### src/rtl/cgmt_pkg.sv
package cgmt_pkg;

   typedef enum logic [1:0] {
      ST_RUN    = 2'd0,
      ST_SWITCH = 2'd1,
      ST_IDLE   = 2'd2
   } sched_state_e;

   function automatic int tid_width(input int n);
      return (n > 1) ? $clog2(n) : 1;
   endfunction

endpackage

### src/rtl/cgmt_ready_tracker.sv
module cgmt_ready_tracker #(
   parameter int NUM_THREADS = 4,
   parameter int TID_W       = 2
) (
   input  logic                   clk_i,
   input  logic                   rst_ni,
   input  logic                   block_en_i,
   input  logic [TID_W-1:0]       block_tid_i,
   input  logic                   wake_en_i,
   input  logic [TID_W-1:0]       wake_tid_i,
   output logic [NUM_THREADS-1:0] blocked_o,
   output logic [NUM_THREADS-1:0] wake_vec_o
);

   logic [NUM_THREADS-1:0] blocked_q;

   for (genvar g = 0; g < NUM_THREADS; g++) begin : g_ctx
      logic hit_block;
      logic hit_wake;

      assign hit_block     = block_en_i && (block_tid_i == TID_W'(g));
      assign hit_wake      = wake_en_i  && (wake_tid_i  == TID_W'(g));
      assign wake_vec_o[g] = hit_wake && blocked_q[g];

      always_ff @(posedge clk_i or negedge rst_ni) begin
         if (!rst_ni) begin
            blocked_q[g] <= 1'b0;
         end else if (hit_block) begin
            blocked_q[g] <= 1'b1;
         end else if (wake_vec_o[g]) begin
            blocked_q[g] <= 1'b0;
         end
      end

      AST_WAKE_CLEARS: assert property (@(posedge clk_i) disable iff (!rst_ni)
         (wake_vec_o[g] && !hit_block) |=> !blocked_q[g]);
   end

   assign blocked_o = blocked_q;

endmodule

### src/rtl/cgmt_rr_picker.sv
module cgmt_rr_picker #(
   parameter int NUM_THREADS = 4,
   parameter int TID_W       = 2
) (
   input  logic [TID_W-1:0]       base_tid_i,
   input  logic [NUM_THREADS-1:0] cand_i,
   output logic                   found_o,
   output logic [TID_W-1:0]       pick_o
);

   localparam bit IS_POW2 = ((1 << TID_W) == NUM_THREADS);

   if (IS_POW2) begin : g_wrap_add
      always_comb begin
         found_o = 1'b0;
         pick_o  = base_tid_i;
         for (int k = 1; k <= NUM_THREADS; k++) begin
            logic [TID_W-1:0] idx;
            idx = base_tid_i + TID_W'(k);
            if (!found_o && cand_i[idx]) begin
               found_o = 1'b1;
               pick_o  = idx;
            end
         end
      end
   end else begin : g_wrap_mod
      always_comb begin
         found_o = 1'b0;
         pick_o  = base_tid_i;
         for (int k = 1; k <= NUM_THREADS; k++) begin
            int idx;
            idx = (int'(base_tid_i) + k) % NUM_THREADS;
            if (!found_o && cand_i[idx]) begin
               found_o = 1'b1;
               pick_o  = TID_W'(idx);
            end
         end
      end
   end

   always_comb begin
      if (found_o) begin
         AST_PICK_IS_CANDIDATE: assert (cand_i[pick_o]);
      end
   end

endmodule

### src/rtl/cgmt_switch_ctrl.sv
module cgmt_switch_ctrl #(
   parameter int NUM_THREADS = 4,
   parameter int TID_W       = cgmt_pkg::tid_width(NUM_THREADS)
) (
   input  logic             clk_i,
   input  logic             rst_ni,
   input  logic             miss_valid_i,
   input  logic [TID_W-1:0] miss_tid_i,
   input  logic             ret_valid_i,
   input  logic [TID_W-1:0] ret_tid_i,
   output logic [TID_W-1:0] active_tid_o,
   output logic             issue_valid_o,
   output logic             flush_valid_o,
   output logic [TID_W-1:0] flush_tid_o,
   output logic             proto_err_o
);

   import cgmt_pkg::*;

   localparam int MIN_TID_W = cgmt_pkg::tid_width(NUM_THREADS);

   if (NUM_THREADS < 2) begin : g_bad_count
      $error("cgmt_switch_ctrl: NUM_THREADS must be at least 2");
   end
   if (TID_W < MIN_TID_W) begin : g_bad_width
      $error("cgmt_switch_ctrl: TID_W too narrow for NUM_THREADS");
   end

   sched_state_e           state_q, state_d;
   logic [TID_W-1:0]       active_q, active_d;
   logic                   perr_q;
   logic                   miss_ok;
   logic [NUM_THREADS-1:0] blocked;
   logic [NUM_THREADS-1:0] wake_vec;
   logic [NUM_THREADS-1:0] cand;
   logic                   pick_found;
   logic [TID_W-1:0]       pick_tid;

   assign miss_ok = miss_valid_i && (state_q == ST_RUN) && (miss_tid_i == active_q);

   cgmt_ready_tracker #(
      .NUM_THREADS (NUM_THREADS),
      .TID_W       (TID_W)
   ) u_tracker (
      .clk_i       (clk_i),
      .rst_ni      (rst_ni),
      .block_en_i  (miss_ok),
      .block_tid_i (active_q),
      .wake_en_i   (ret_valid_i),
      .wake_tid_i  (ret_tid_i),
      .blocked_o   (blocked),
      .wake_vec_o  (wake_vec)
   );

   assign cand = ~blocked | wake_vec;

   cgmt_rr_picker #(
      .NUM_THREADS (NUM_THREADS),
      .TID_W       (TID_W)
   ) u_picker (
      .base_tid_i  (active_q),
      .cand_i      (cand),
      .found_o     (pick_found),
      .pick_o      (pick_tid)
   );

   always_comb begin
      state_d  = state_q;
      active_d = active_q;
      unique case (state_q)
         ST_RUN: begin
            if (miss_ok) state_d = ST_SWITCH;
         end
         ST_SWITCH: begin
            if (pick_found) begin
               state_d  = ST_RUN;
               active_d = pick_tid;
            end else begin
               state_d  = ST_IDLE;
            end
         end
         ST_IDLE: begin
            if (pick_found) begin
               state_d  = ST_RUN;
               active_d = pick_tid;
            end
         end
         default: state_d = ST_RUN;
      endcase
   end

   always_ff @(posedge clk_i or negedge rst_ni) begin
      if (!rst_ni) begin
         state_q  <= ST_RUN;
         active_q <= '0;
         perr_q   <= 1'b0;
      end else begin
         state_q  <= state_d;
         active_q <= active_d;
         perr_q   <= miss_valid_i && !miss_ok;
      end
   end

   assign active_tid_o  = active_q;
   assign issue_valid_o = (state_q == ST_RUN);
   assign flush_valid_o = (state_q == ST_SWITCH);
   assign flush_tid_o   = active_q;
   assign proto_err_o   = perr_q;

   AST_NO_PREEMPT: assert property (@(posedge clk_i) disable iff (!rst_ni)
      (issue_valid_o && !(miss_valid_i && miss_tid_i == active_tid_o))
      |=> (issue_valid_o && active_tid_o == $past(active_tid_o)));

   AST_SWITCH_BUBBLE: assert property (@(posedge clk_i) disable iff (!rst_ni)
      (issue_valid_o && miss_valid_i && miss_tid_i == active_tid_o)
      |=> (!issue_valid_o && flush_valid_o && flush_tid_o == $past(active_tid_o)));

   AST_FLUSH_SINGLE: assert property (@(posedge clk_i) disable iff (!rst_ni)
      flush_valid_o |=> !flush_valid_o);

   AST_NEVER_ISSUE_BLOCKED: assert property (@(posedge clk_i) disable iff (!rst_ni)
      issue_valid_o |-> !blocked[active_tid_o]);

   AST_WAKE_SELECT: assert property (@(posedge clk_i) disable iff (!rst_ni)
      (state_q == ST_IDLE && ret_valid_i && blocked[ret_tid_i])
      |=> (issue_valid_o && active_tid_o == $past(ret_tid_i)));

   AST_PROTO_FLAG: assert property (@(posedge clk_i) disable iff (!rst_ni)
      (miss_valid_i && !(issue_valid_o && miss_tid_i == active_tid_o))
      |=> proto_err_o);

endmodule

### config.mk
export PLATFORM = sky130hd
export DESIGN_NAME = cgmt_switch_ctrl
export DESIGN_NICKNAME = d
export VERILOG_FILES = /design/src/rtl/cgmt_pkg.sv /design/src/rtl/cgmt_ready_tracker.sv /design/src/rtl/cgmt_rr_picker.sv /design/src/rtl/cgmt_switch_ctrl.sv
export SDC_FILE = /design/constraint.sdc
export NUM_CORES = 1
export LEC_CHECK = 0
export ABC_AREA = 1
export BUFFER_PORTS_ARGS = -buffer_cell sky130_fd_sc_hd__buf_2
export CORE_ASPECT_RATIO = 0.9
export CORE_UTILIZATION = 40
export DETAILED_ROUTE_END_ITERATION = 10
export SETUP_SLACK_MARGIN = 0.15
export SLEW_MARGIN = 20
export SYNTH_ARGS = -nofsm -noshare
export SYNTH_HDL_FRONTEND = slang
export SYNTH_SLANG_ARGS = --single-unit
### constraint.sdc
create_clock -name clk_i -period 4.8 [get_ports clk_i]
set_input_delay 0.72 -clock clk_i [delete_from_list [all_inputs] [get_ports clk_i]]
set_output_delay 0.72 -clock clk_i [all_outputs]
set_load 0.01 [all_outputs]
* Word-level counts from Yosys, hierarchy flattened
Index checks and enable logic that the tools add are counted.
** Word-level totals
- Output and inout bits :: 7
- Bits of input ports :: 8
- Register bits :: 9
** Cells by class
- Magnitude comparators :: 4
- Equality and inequality tests :: 11
- Mux-type cells :: 27
- Add/sub/neg operators :: 3
- Bitwise logic cells :: 3
- Reduce and logical (&&, ||, !) cells :: 33
** Operator list (number)
- $logic_and 1x1->1 :: 18
- $mux 1 :: 16
- $lt 2x3->1 const B :: 4
- $mux 2 :: 6
- $eq 2x2->1 const B :: 5
- $bmux 1 s2 :: 4
- $reduce_bool 2->1 :: 4
- $eq 2x1->1 const B :: 3
- $logic_not 2->1 :: 3
- $pmux 2 s3 :: 1
- $add 2x2->2 const B :: 2
- $logic_not 1->1 :: 4
- $not 4->4 :: 1
- $or 4x4->4 :: 1
- $reduce_and 4->1 :: 1
- $reduce_bool 3->1 :: 1
- $add 2x1->2 const B :: 1
- $eq 2x2->1 :: 1
- $ne 2x1->1 const B :: 1
- $ne 2x2->1 const B :: 1
- $reduce_and 2->1 :: 1
- $reduce_or 2->1 :: 1
- $not 1->1 :: 1

* Logic depth before layout (Yosys ltp)
Gate-level depths: netlist of run 1.
- Depth after elaboration :: 18
- Gate-level depth with buffers :: 12
- Mapped depth without buffers :: 12

* By module
Synthesis of run 1 repeated with hierarchy kept, for this count alone.
** Unflattened totals
- Cell total of the unflattened synthesis :: 132
- Area total of the unflattened synthesis :: 808.3 µm²
** Modules (own cells, without submodules)
- cgmt_switch_ctrl :: times used 1, area an instance 359.1 µm², cells an instance 53
- cgmt_rr_picker :: times used 1, area an instance 231.5 µm², cells an instance 46
- cgmt_ready_tracker :: times used 1, area an instance 217.7 µm², cells an instance 33

* Worst setup path after synthesis of run 1
Ideal clock, no wire load.
- Kind :: reg2reg
- From :: register active_q[0], in the netlist active_tid_o[0]
- To :: register active_q[1], in the netlist active_tid_o[1]
- Data required time :: 4683 ps
- Slack :: 3096 ps
- Data arrival time :: 1588 ps
- Cell stages (with the launch flop) :: 13
- Period minus slack after synthesis :: 1704 ps
- Library setup time :: 117 ps
- Cells stage by stage :: dfrtp_1 inv_2 ha_1 inv_1 nand3_1 nand2_2 inv_2 nand2_1 nand2_1 nand2_1 nand2_1 nand2_1 nand2_1
** On the way
- Longest elaborated chain between the ends :: 14
- Elaborated cells between the ends (all ways) :: 27
- Those cells by class :: 3 x add/sub; 15 x mux; 1 x bitwise; 8 x reduce/logical
** Ends and longest elaborated chain
- start, declared :: RTL line cgmt_switch_ctrl.sv:30 : logic [TID_W-1:0] active_q, active_d;
- start signal, assigned :: RTL line cgmt_switch_ctrl.sv:99 : active_q <= active_d;
- $add 2x1->2 :: RTL line cgmt_rr_picker.sv:19 : idx = base_tid_i + TID_W'(k);
- $bmux 1 s2 :: RTL line cgmt_rr_picker.sv:20 : if (!found_o && cand_i[idx]) begin
- $mux 1 (implied by the code) :: RTL line cgmt_rr_picker.sv:20
- $mux 1 :: RTL line cgmt_rr_picker.sv:20
- $logic_not 1->1 :: RTL line cgmt_rr_picker.sv:20
- $logic_and 1x1->1 :: RTL line cgmt_rr_picker.sv:20
- $mux 1 :: RTL line cgmt_rr_picker.sv:20
- $logic_not 1->1 :: RTL line cgmt_rr_picker.sv:20
- $logic_and 1x1->1 :: RTL line cgmt_rr_picker.sv:20
- $mux 1 :: RTL line cgmt_rr_picker.sv:20
- $logic_not 1->1 :: RTL line cgmt_rr_picker.sv:20
- $logic_and 1x1->1 :: RTL line cgmt_rr_picker.sv:20
- $mux 1 or $not 1->1 (tied branches)
- $reduce_and 4->1 (no line)
Several ways; a longest one is shown, not always the timed one. The select of a mux whose other input is x is not followed.
A chain may end at the register's enable or synchronous reset.

* Final worst setup path of run 1
- From :: register active_q[1], in the netlist active_tid_o[1]
- To :: register active_q[0], in the netlist active_tid_o[0]
Same word-level chain as after synthesis.

==> impl_metrics.toml, run 1 <==
[critical_path]
max_fanout_on_critical_path = 9
startpoint_type = "register"
cp_slowest_cell = "dfrtp_1"
worst-setup-path-type = "register to register"
timing.critical_path.cells = "inv_1 -> ha_1 -> inv_1 -> nand3_1 -> nand2_2 -> inv_2 -> nand3_2 -> nand2_2 -> inv_2 -> nand2_1 -> nand2_1 -> nand2_1"
critPathMaxStageDelay_ns = 0.52
worstPathRequired_ns = 4.96
critical_path_arrival_ns = 2.03
critPathMostFrequentCell = "nand2_1"
crit_path_end_kind = "register"

[detailed_routing]
post_drt_via_cell_ratio = 4.98
top_layer_used = "met4"
num_vias = 692
met3WireLength_um = 43
post-route-drc-count = 0
route.detailed.wl_per_inst_um = 11.1
drt_pre_antenna_iters = 4
drt.antenna.violating_nets = 0
routed_met2_length_um = 664
met1Wirelength_um = 813
dr.first_iter.drc_count = 28
sum_of_routed_wire_length_over_all_layers_um = 1540

[sta]
grt_setup_unrepaired = "no"
drv_slew = 0
setup_viol_count_final = 0
tightest_slew_ns = 0.336
finalCritPeriodShare = 0.390
slew-limit-headroom = 0.776
finalCriticalPeriod_ns = 1.87
hold_violations = 0
worst_slack_ns = 2.93
clock.fmax_ghz = 0.534
fin_hold_ws_ns = 0.296
setup_tns_ns = 0
skew_ns = 0.000942

[clocking]
cts_made_buffers = 3
worst_skew_pair.late_latency_ns = 0.26
number_of_buffers_inserted_for_hold_repair_after_clock_tree_synthesis = 0
cts_setup_buffers = 0
h-tree-depth = 1
cts_num_sinks = 9
cts_tree = "done"
post_cts_resized = 0
cts_max_path_buffers = 2
cts.clk_slew.worst_paths_ns = 0.07
cts-root-buf = "clkbuf_4"

[pwr]
power.density_mw_per_mm2 = 632
power.static_leakage_nw = 0.460
vdd_drop_max_v = 0.000317
fin_total_pwr_uw = 522

[floorplan]
die_w_um = 46.6
chipHeight_um = 42.1
placement_rows = 14
initial_core_util = 0.425
boundaryPins = 15
design.core.area_sq_mm = 0.00168
dieArea_sq_mm = 0.00196

[cells_and_area]
final_design_area_no_fill_sq_um = 826
layout.cells.most_common_list = "nand2_1, nand3_1, buf_2"
final_layout_size_suffix_gt1_frac = 0.243
finish.cell_count_without_fillers = 139
nFillCells = 183
num_antenna_cells = 0
fin_util = 0.491
final_nets = 131
most_common_cell_after_layout_fill_and_taps_aside = "nand2_1"
syn_to_layout_area_delta_pct = 15.6

[synth]
synth-seq-cells = 9
synth_seq_area_share = 0.315
syn_avg_cell_area_sq_um = 7.22
synth.cell_area_sq_um = 714
synth_cells = 99
yosysUniqueCellTypes = 16
synth.net_count = 114
yosysWarningCount = 0

[global_route]
grt_antenna_before_repair = 0
grt_overflow_total = 0
grt_use_total = 0.182
first_global_vias = 592
grt_start_max_net_pins = 11
wire_length_of_the_first_global_routing_pass_um = 2570

[placed_design]
global_placement_routability_congestion = 0.819
preCtsSetupSlack_ns = 2.93
port_buffers = 14
placed_area_sq_um = 800
place.detailed.instances = 135
dp.final_hpwl_um = 1190

[run]
max_cap_violations = 0

[status]
run_status = "finished clean"

[min_path]
worstHoldPathType = "input pin to async pin"
==> worst max-delay path: cells and delay by family (launching register included) <==
kind	cells	cell delay, ns
AND/OR/NAND/NOR	7	0.47
adder cells (fa/ha/maj)	1	0.35
buffers and inverters	4	0.43
flip-flops	1	0.52
==> cell usage after synthesis <==
library cell	n	area, sq um
buf_4	2	15.0
inv_2	5	18.8
dfrtp_1	9	225
nand4_1	4	25.0
or2_0	1	6.26
nand3_2	3	30.0
o21ai_1	1	5.00
a22o_1	4	35.0
a21oi_1	1	5.00
nor2_2	1	6.26
ha_1	7	87.6
nand2_2	2	12.5
nand3_1	17	85.1
nand2_1	32	120
nor2_1	2	7.51
inv_1	8	30.0
==> routing by layer <==
metal / up-vias / track usage
li1: 357 / -
met1: 317 / 0.272
met2: 16 / 0.256
met3: 2 / 0.0259
met4: 0 / 0.0706
met5: - / 0
==> state kept, by name (all words and copies together) (netlist names) <==
| name | count |
|---|---|
| u_tracker.blocked_o | 4 |
| proto_err_o | 1 |
| active_tid_o | 2 |
| state_q | 2 |
==> report_power, final <==
group	switching [mW]	internal [mW]
Clock	0.0305	0.0322
Combinational	0.196	0.116
Sequential	0.0414	0.105
==> path summary, 6_finish.rpt <==
kind                            slack, ns  cells past startpoint                endpoint            start
worst min register to register       0.52                      2              state_q[1]       state_q[1]
worst min-delay path                 0.30                      1  u_tracker.blocked_o[3]           rst_ni
max in group asynchronous            4.32                      1              state_q[1]           rst_ni
worst max-delay path                 2.93                     12         active_tid_o[0]  active_tid_o[1]
worst max register to register       2.93                     12         active_tid_o[0]  active_tid_o[1]
min in group clk_i                   0.52                      2              state_q[1]       state_q[1]
==> cells by family after synthesis <==
kind of cell / share of synthesized area
simple gates: 0.410
compound gates: 0.0630
fa+ha+maj: 0.123
buf+inv: 0.0893
flops: 0.315
==> cell type report <==
cell class	count	area [sq um]	area share
Inverter	13	48.8	0.0591
Timing Repair Buffer	14	70.1	0.0848
Tap cell	24	30.0	0.0364
Multi-Input combinational cell	75	425	0.515
Sequential cell	9	225	0.273
Clock buffer	4	26.3	0.0318
(Power assumes the default switching activity.)
==> inputs of run 2 (changes only) <==
--- a/config.mk
+++ b/config.mk
@@ -5,7 +5,7 @@
 export SDC_FILE = /design/constraint.sdc
 export NUM_CORES = 1
 export LEC_CHECK = 0
-export ABC_AREA = 1
+export ABC_AREA = 0
 export BUFFER_PORTS_ARGS = -buffer_cell sky130_fd_sc_hd__buf_2
 export CORE_ASPECT_RATIO = 0.9
 export CORE_UTILIZATION = 40
==> constraint.sdc (replaced) <==
create_clock -name clk_i -period 1.8 [get_ports clk_i]
set_input_delay 0.27 -clock clk_i [delete_from_list [all_inputs] [get_ports clk_i]]
set_output_delay 0.27 -clock clk_i [all_outputs]
set_load 0.01 [all_outputs]
==> run 2 against run 1 <==
  * Maximum frequency rose by 6.4%
  * First-iteration DRC count fell by 39%
  * Cell count fell by 5.0%
  * Die area rose by 5.0%
  * Flip-flop and latch count did not move
  * Synthesized cell count fell by 16%
  * Sequential power rose to 2.6 times the previous value
==> impl_metrics.toml, run 2 <==
[status]
run_status = "finished clean"

[synth]
synth_seq_area_share = 0.300
cell_types_with_the_highest_counts_after_synthesis = "nand2_1, dfrtp_1, inv_1"
synth.net_count = 98
synth_largest_area_cell = "dfrtp_1"
netlist.area_leader.share = 0.300
ys_async_sr_fraction = 1.00
syn_avg_cell_area_sq_um = 9.06
synth_ff_type = "dfrtp_1"
synth_enable_flop_cells = 0
yosysWarningCount = 0
yosys.cell_count.top_type = "nand2_1"
synth_cells = 83
synth.cell_area_sq_um = 752
synth-seq-cells = 9
yosysUniqueCellTypes = 34
synth.area.top_cells = "dfrtp_1, ha_1, nand2_1"

[detailed_routing]
sum_of_routed_wire_length_over_all_layers_um = 1940
drt.antenna.violating_nets = 0
dr.first_iter.drc_count = 17
drt_pre_antenna_iters = 4
met3WireLength_um = 143
post_drt_via_cell_ratio = 5.61
top_layer_used = "met4"
met1Wirelength_um = 850
post-route-drc-count = 0
routed_met2_length_um = 911
route.detailed.wl_per_inst_um = 14.7
num_vias = 740

[cells_and_area]
syn_to_layout_area_delta_pct = 32.8
final_design_area_no_fill_sq_um = 998
nFillCells = 168
largest_reg_flops = 4
area.sequential_sq_um = 228
layout.cells.most_common_list = "buf_2, nand2_1, buf_4"
multi_input_area_sq_um = 527
final_layout_size_suffix_gt1_frac = 0.398
most_common_cell_after_layout_fill_and_taps_aside = "buf_2"
final_nets = 124
num_antenna_cells = 0

[pwr]
power.density_mw_per_mm2 = 1700
power.static_leakage_nw = 0.485
vdd_drop_max_v = 0.000937

[placed_design]
placed_area_sq_um = 883
dp.final_hpwl_um = 1330
port_buffers = 14
global_placement_routability_congestion = 1.00

[clocking]
cts_tree = "done"
cts_made_buffers = 3
h-tree-depth = 1
cts_max_path_buffers = 2
cts.clk_slew.worst_paths_ns = 0.07
cts_num_sinks = 9
worst_skew_pair.late_latency_ns = 0.27
cts-root-buf = "clkbuf_4"

[sta]
grt_setup_unrepaired = "yes"
fin_hold_ws_ns = 0.244
hold_violations = 0
finalCritPeriodShare = 0.977
setup_viol_count_final = 0
clock.fmax_ghz = 0.569
drv_slew = 0
setup_tns_ns = 0
slew-limit-headroom = 0.768
finalCriticalPeriod_ns = 1.76
tightest_slew_ns = 0.338
skew_ns = 0.00831

[global_route]
wire_length_of_the_first_global_routing_pass_um = 2880
first_global_vias = 642
grt_antenna_before_repair = 0
grt_use_total = 0.205
grt_overflow_total = 0
grt_start_max_net_pins = 11

[critical_path]
startpoint_type = "register"
crit_path_end_kind = "register"
worstPathRequired_ns = 1.96
worst-setup-path-type = "register to register"
max_fanout_on_critical_path = 7
critical_path_arrival_ns = 1.92

[floorplan]
dieArea_sq_mm = 0.00206
chipHeight_um = 43.1
die_w_um = 47.7
design.core.area_sq_mm = 0.00172
placement_rows = 14
initial_core_util = 0.438
boundaryPins = 15

[run]
max_cap_violations = 0

[min_path]
worstHoldPathType = "input pin to register"
==> run 2: cell families (layout without fill, tap and decap cells) <==
family | count (synthesis) | in the layout | synth area share
compound gates | 23 | 23 | 0.223
simple gates | 23 | 23 | 0.150
buf+inv | 12 | 37 | 0.0815
flops | 9 | 9 | 0.300
fa+ha+maj | 7 | 7 | 0.116
xor+xnor | 5 | 5 | 0.0582
mux | 4 | 4 | 0.0715
==> run 2: area by class of cell <==
class	instances	area share
inverter	8	0.0326
tap	24	0.0301
sequential	9	0.228
multi-input combinational	62	0.528
timing repair buffer	25	0.155
clock buffer	4	0.0263
==> run 2: routing by layer <==
layer | vias up | GRT usage
met5 | - | 0
met4 | 0 | 0.106
met3 | 4 | 0.0638
met2 | 38 | 0.286
met1 | 357 | 0.276
li1 | 341 | -
==> run 2: repair_timing <==
| item | in CTS | in global routing |
|---|---|---|
| hold endpoints to repair | 9 | 0 |
| endpoints found under the setup margin | 2 | 2 |
| pin swaps | 4 | 1 |
| setup buffers | 4 | 0 |
| gates resized for setup | 3 | 6 |
| hold buffers | 1 | 0 |
==> run 2: through the flow <==
step	instances	power, mW	worst slack (ns)	utilization
3_5_place_dp	123	1.28	0.0555	0.515
2_1_floorplan	83	1.05	0.0972	-
5_1_grt	132	1.81	-0.0260	0.582
6_report	132	1.69	0.0420	0.582
3_3_place_gp	123	1.26	0.104	0.515
4_1_cts	132	1.56	0.0593	0.564
==> run 2: worst max-delay path, cell delays in order, from the launching register on <==
cell	delay, ns
dfrtp_2	0.49
inv_4	0.09
ha_4	0.20
inv_1	0.13
a32oi_1	0.12
a21boi_0	0.25
o22ai_2	0.10
mux2_4	0.27
==> run 2: power breakdown <==
group | leakage [nW] | switching, mW | internal [mW]
Sequential | 0.113 | 0.101 | 0.275
Clock | 0.0150 | 0.0764 | 0.0857
Combinational | 0.356 | 0.587 | 0.569
==> run 2: final timing paths <==
kind / endpoint / slack, ns / start / cells after the start
min in group asynchronous: active_tid_o[1] / 0.39 / rst_ni / 2
max in group asynchronous: active_tid_o[0] / 1.21 / rst_ni / 2
max reg2reg: active_tid_o[1] / 0.04 / active_tid_o[0] / 7
min: proto_err_o / 0.24 / miss_valid_i / 2
min reg2reg: state_q[0] / 0.57 / state_q[0] / 2
max: active_tid_o[1] / 0.04 / active_tid_o[0] / 7
==> inputs of run 3 (changes only) <==
--- a/config.mk
+++ b/config.mk
@@ -6,10 +6,10 @@
 export NUM_CORES = 1
 export LEC_CHECK = 0
 export ABC_AREA = 0
-export BUFFER_PORTS_ARGS = -buffer_cell sky130_fd_sc_hd__buf_2
 export CORE_ASPECT_RATIO = 0.9
-export CORE_UTILIZATION = 40
+export CORE_UTILIZATION = 30
 export DETAILED_ROUTE_END_ITERATION = 10
+export DONT_BUFFER_PORTS = 1
 export SETUP_SLACK_MARGIN = 0.15
 export SLEW_MARGIN = 20
 export SYNTH_ARGS = -nofsm -noshare
==> run 3 against run 2 <==
  * Cell count is 9.1% lower
  * Register-to-register slack better by 0.08 ns
  * Critical path depth is 2 lower
  * Largest cell class unchanged
  * Sequential power is 3% lower
  * Design area is 9.4% lower
  * Combinational power is 14% lower
  * Highest routed layer unchanged
==> impl_metrics.toml, run 3 (synthesis gave the netlist of run 2 again) <==
[critical_path]
worstPathBufferInverterCount = 0
critical_path_arrival_ns = 1.83
worstSetupPathDepth = 5
critPathMostFrequentCell = "nand2_2"
critPathMaxStageDelay_ns = 0.55
timing.critical_path.cells = "mux4_2 -> o31a_4 -> nand2_2 -> nand2_2 -> mux2_4"
crit_path_end_kind = "register"
critical_path.top_delay_family = "multiplexers"
cp_slowest_cell = "mux4_2"
worstPathRequired_ns = 1.95
reg2reg_depth = 5
startpoint_type = "register"
max_fanout_on_critical_path = 6
worst-setup-path-type = "register to register"

[min_path]
hold_path_depth = 1
worstHoldPathType = "input pin to register"

[pwr]
fin_total_pwr_mw = 1.53
p_switching_uw = 693
vdd_drop_max_v = 0.000672
switching_share = 0.454
power.static_leakage_nw = 0.417
clk_network_pwr_share = 0.108
internal-power_uw = 834
combinationalPowerShare = 0.652
power_frac_seq = 0.239
power.density_mw_per_mm2 = 1690

[detailed_routing]
dr.first_iter.drc_count = 20
post-route-drc-count = 0
drt.antenna.violating_nets = 0
sum_of_routed_wire_length_over_all_layers_um = 1820
post_drt_via_cell_ratio = 5.55
num_vias = 666
route.detailed.wl_per_inst_um = 15.1
drt_pre_antenna_iters = 4

[sta]
hold_violations = 0
tightest_slew_ns = 0.454
finalCritPeriodShare = 0.934
setup_viol_count_final = 0
setup_tns_ns = 0
grt_setup_unrepaired = "yes"
skew_ns = 0.00311
finalCriticalPeriod_ns = 1.68
slew-limit-headroom = 0.696
drv_slew = 0
clock.fmax_ghz = 0.595

[floorplan]
design.core.area_sq_mm = 0.00226
dieArea_sq_mm = 0.00271
boundaryPins = 15
placement_rows = 16
die_w_um = 54.8
chipHeight_um = 49.5
initial_core_util = 0.332

[global_route]
wire_length_of_the_first_global_routing_pass_um = 3020
grt_start_max_net_pins = 11
grt_antenna_before_repair = 0
first_global_vias = 655
grt_use_total = 0.155
grt_overflow_total = 0

[cells_and_area]
most_common_cell_after_layout_fill_and_taps_aside = "nand2_1"
layout.cells.most_common_list = "nand2_1, buf_4, dfrtp_1"
final_nets = 109
final_layout_size_suffix_gt1_frac = 0.301
num_antenna_cells = 0
nFillCells = 224
largest_reg_flops = 4
syn_to_layout_area_delta_pct = 20.3

[clocking]
cts-root-buf = "clkbuf_4"
worst_skew_pair.late_latency_ns = 0.27
cts.clk_slew.worst_paths_ns = 0.07
cts_made_buffers = 3
cts_tree = "done"
cts_max_path_buffers = 2
h-tree-depth = 1
cts_num_sinks = 9

[placed_design]
dp.final_hpwl_um = 1300
port_buffers = 0
global_placement_routability_congestion = 0.889

[status]
run_status = "finished clean"

[run]
max_cap_violations = 0
## run 3: cell type report
class	instances	area (sq um)	area share
multi-input combinational	62	507	0.560
sequential	9	228	0.252
timing repair buffer	10	77.6	0.0858
tap	27	33.8	0.0373
inverter	8	32.5	0.0360
clock buffer	4	26.3	0.0290
## run 3: worst paths after layout
path                                 start                      to  slack, ns
min                           miss_valid_i             proto_err_o       0.14
min in group asynchronous           rst_ni  u_tracker.blocked_o[0]       0.38
max                        active_tid_o[0]         active_tid_o[1]       0.12
max in group asynchronous           rst_ni         active_tid_o[1]       1.08
min reg2reg                     state_q[0]              state_q[0]       0.58
max reg2reg                active_tid_o[0]         active_tid_o[1]       0.12
## run 3: what timing repair did
action,in CTS,in global routing
setup buffers,3,0
hold buffers,1,0
gates cloned,0,0
endpoints found under the setup margin,2,2
gates resized for setup,5,3
pin swaps,4,1
endpoints found under the hold margin,9,0
## run 3: power by group through the flow
| stage | sequential, mW | combinational (mW) | clock (mW) |
|---|---|---|---|
| final | 0.365 | 0.996 | 0.165 |
| after global routing | 0.378 | 1.08 | 0.179 |
| after CTS | 0.363 | 0.967 | 0.165 |
| after detailed placement | 0.366 | 0.843 | 0 |
| after global placement | 0.364 | 0.831 | 0 |
| after floorplan | 0.357 | 0.696 | 0 |
## run 3: per-stage QoR
step / setup WS, ns / hold slack (ns) / area (sq um) / instances / util
final: 0.118 / 0.140 / 905 / 120 / 0.400
after detailed placement: 0.0776 / -0.0254 / 817 / 112 / 0.361
after global routing: 0.0434 / 0.146 / 905 / 120 / 0.400
after global placement: 0.0922 / -0.0254 / 817 / 112 / 0.361
after floorplan: 0.0972 / -0.0256 / 776 / 83 / -
after CTS: 0.123 / 0.145 / 895 / 120 / 0.395
## run 3: metal layers
metal | up-vias | wire [um] | global-route usage
li1 | 313 | - | -
met4 | 0 | 25 | 0.0726
met1 | 329 | 813 | 0.207
met3 | 4 | 73 | 0.0278
met5 | - | 0 | 0
met2 | 20 | 902 | 0.233
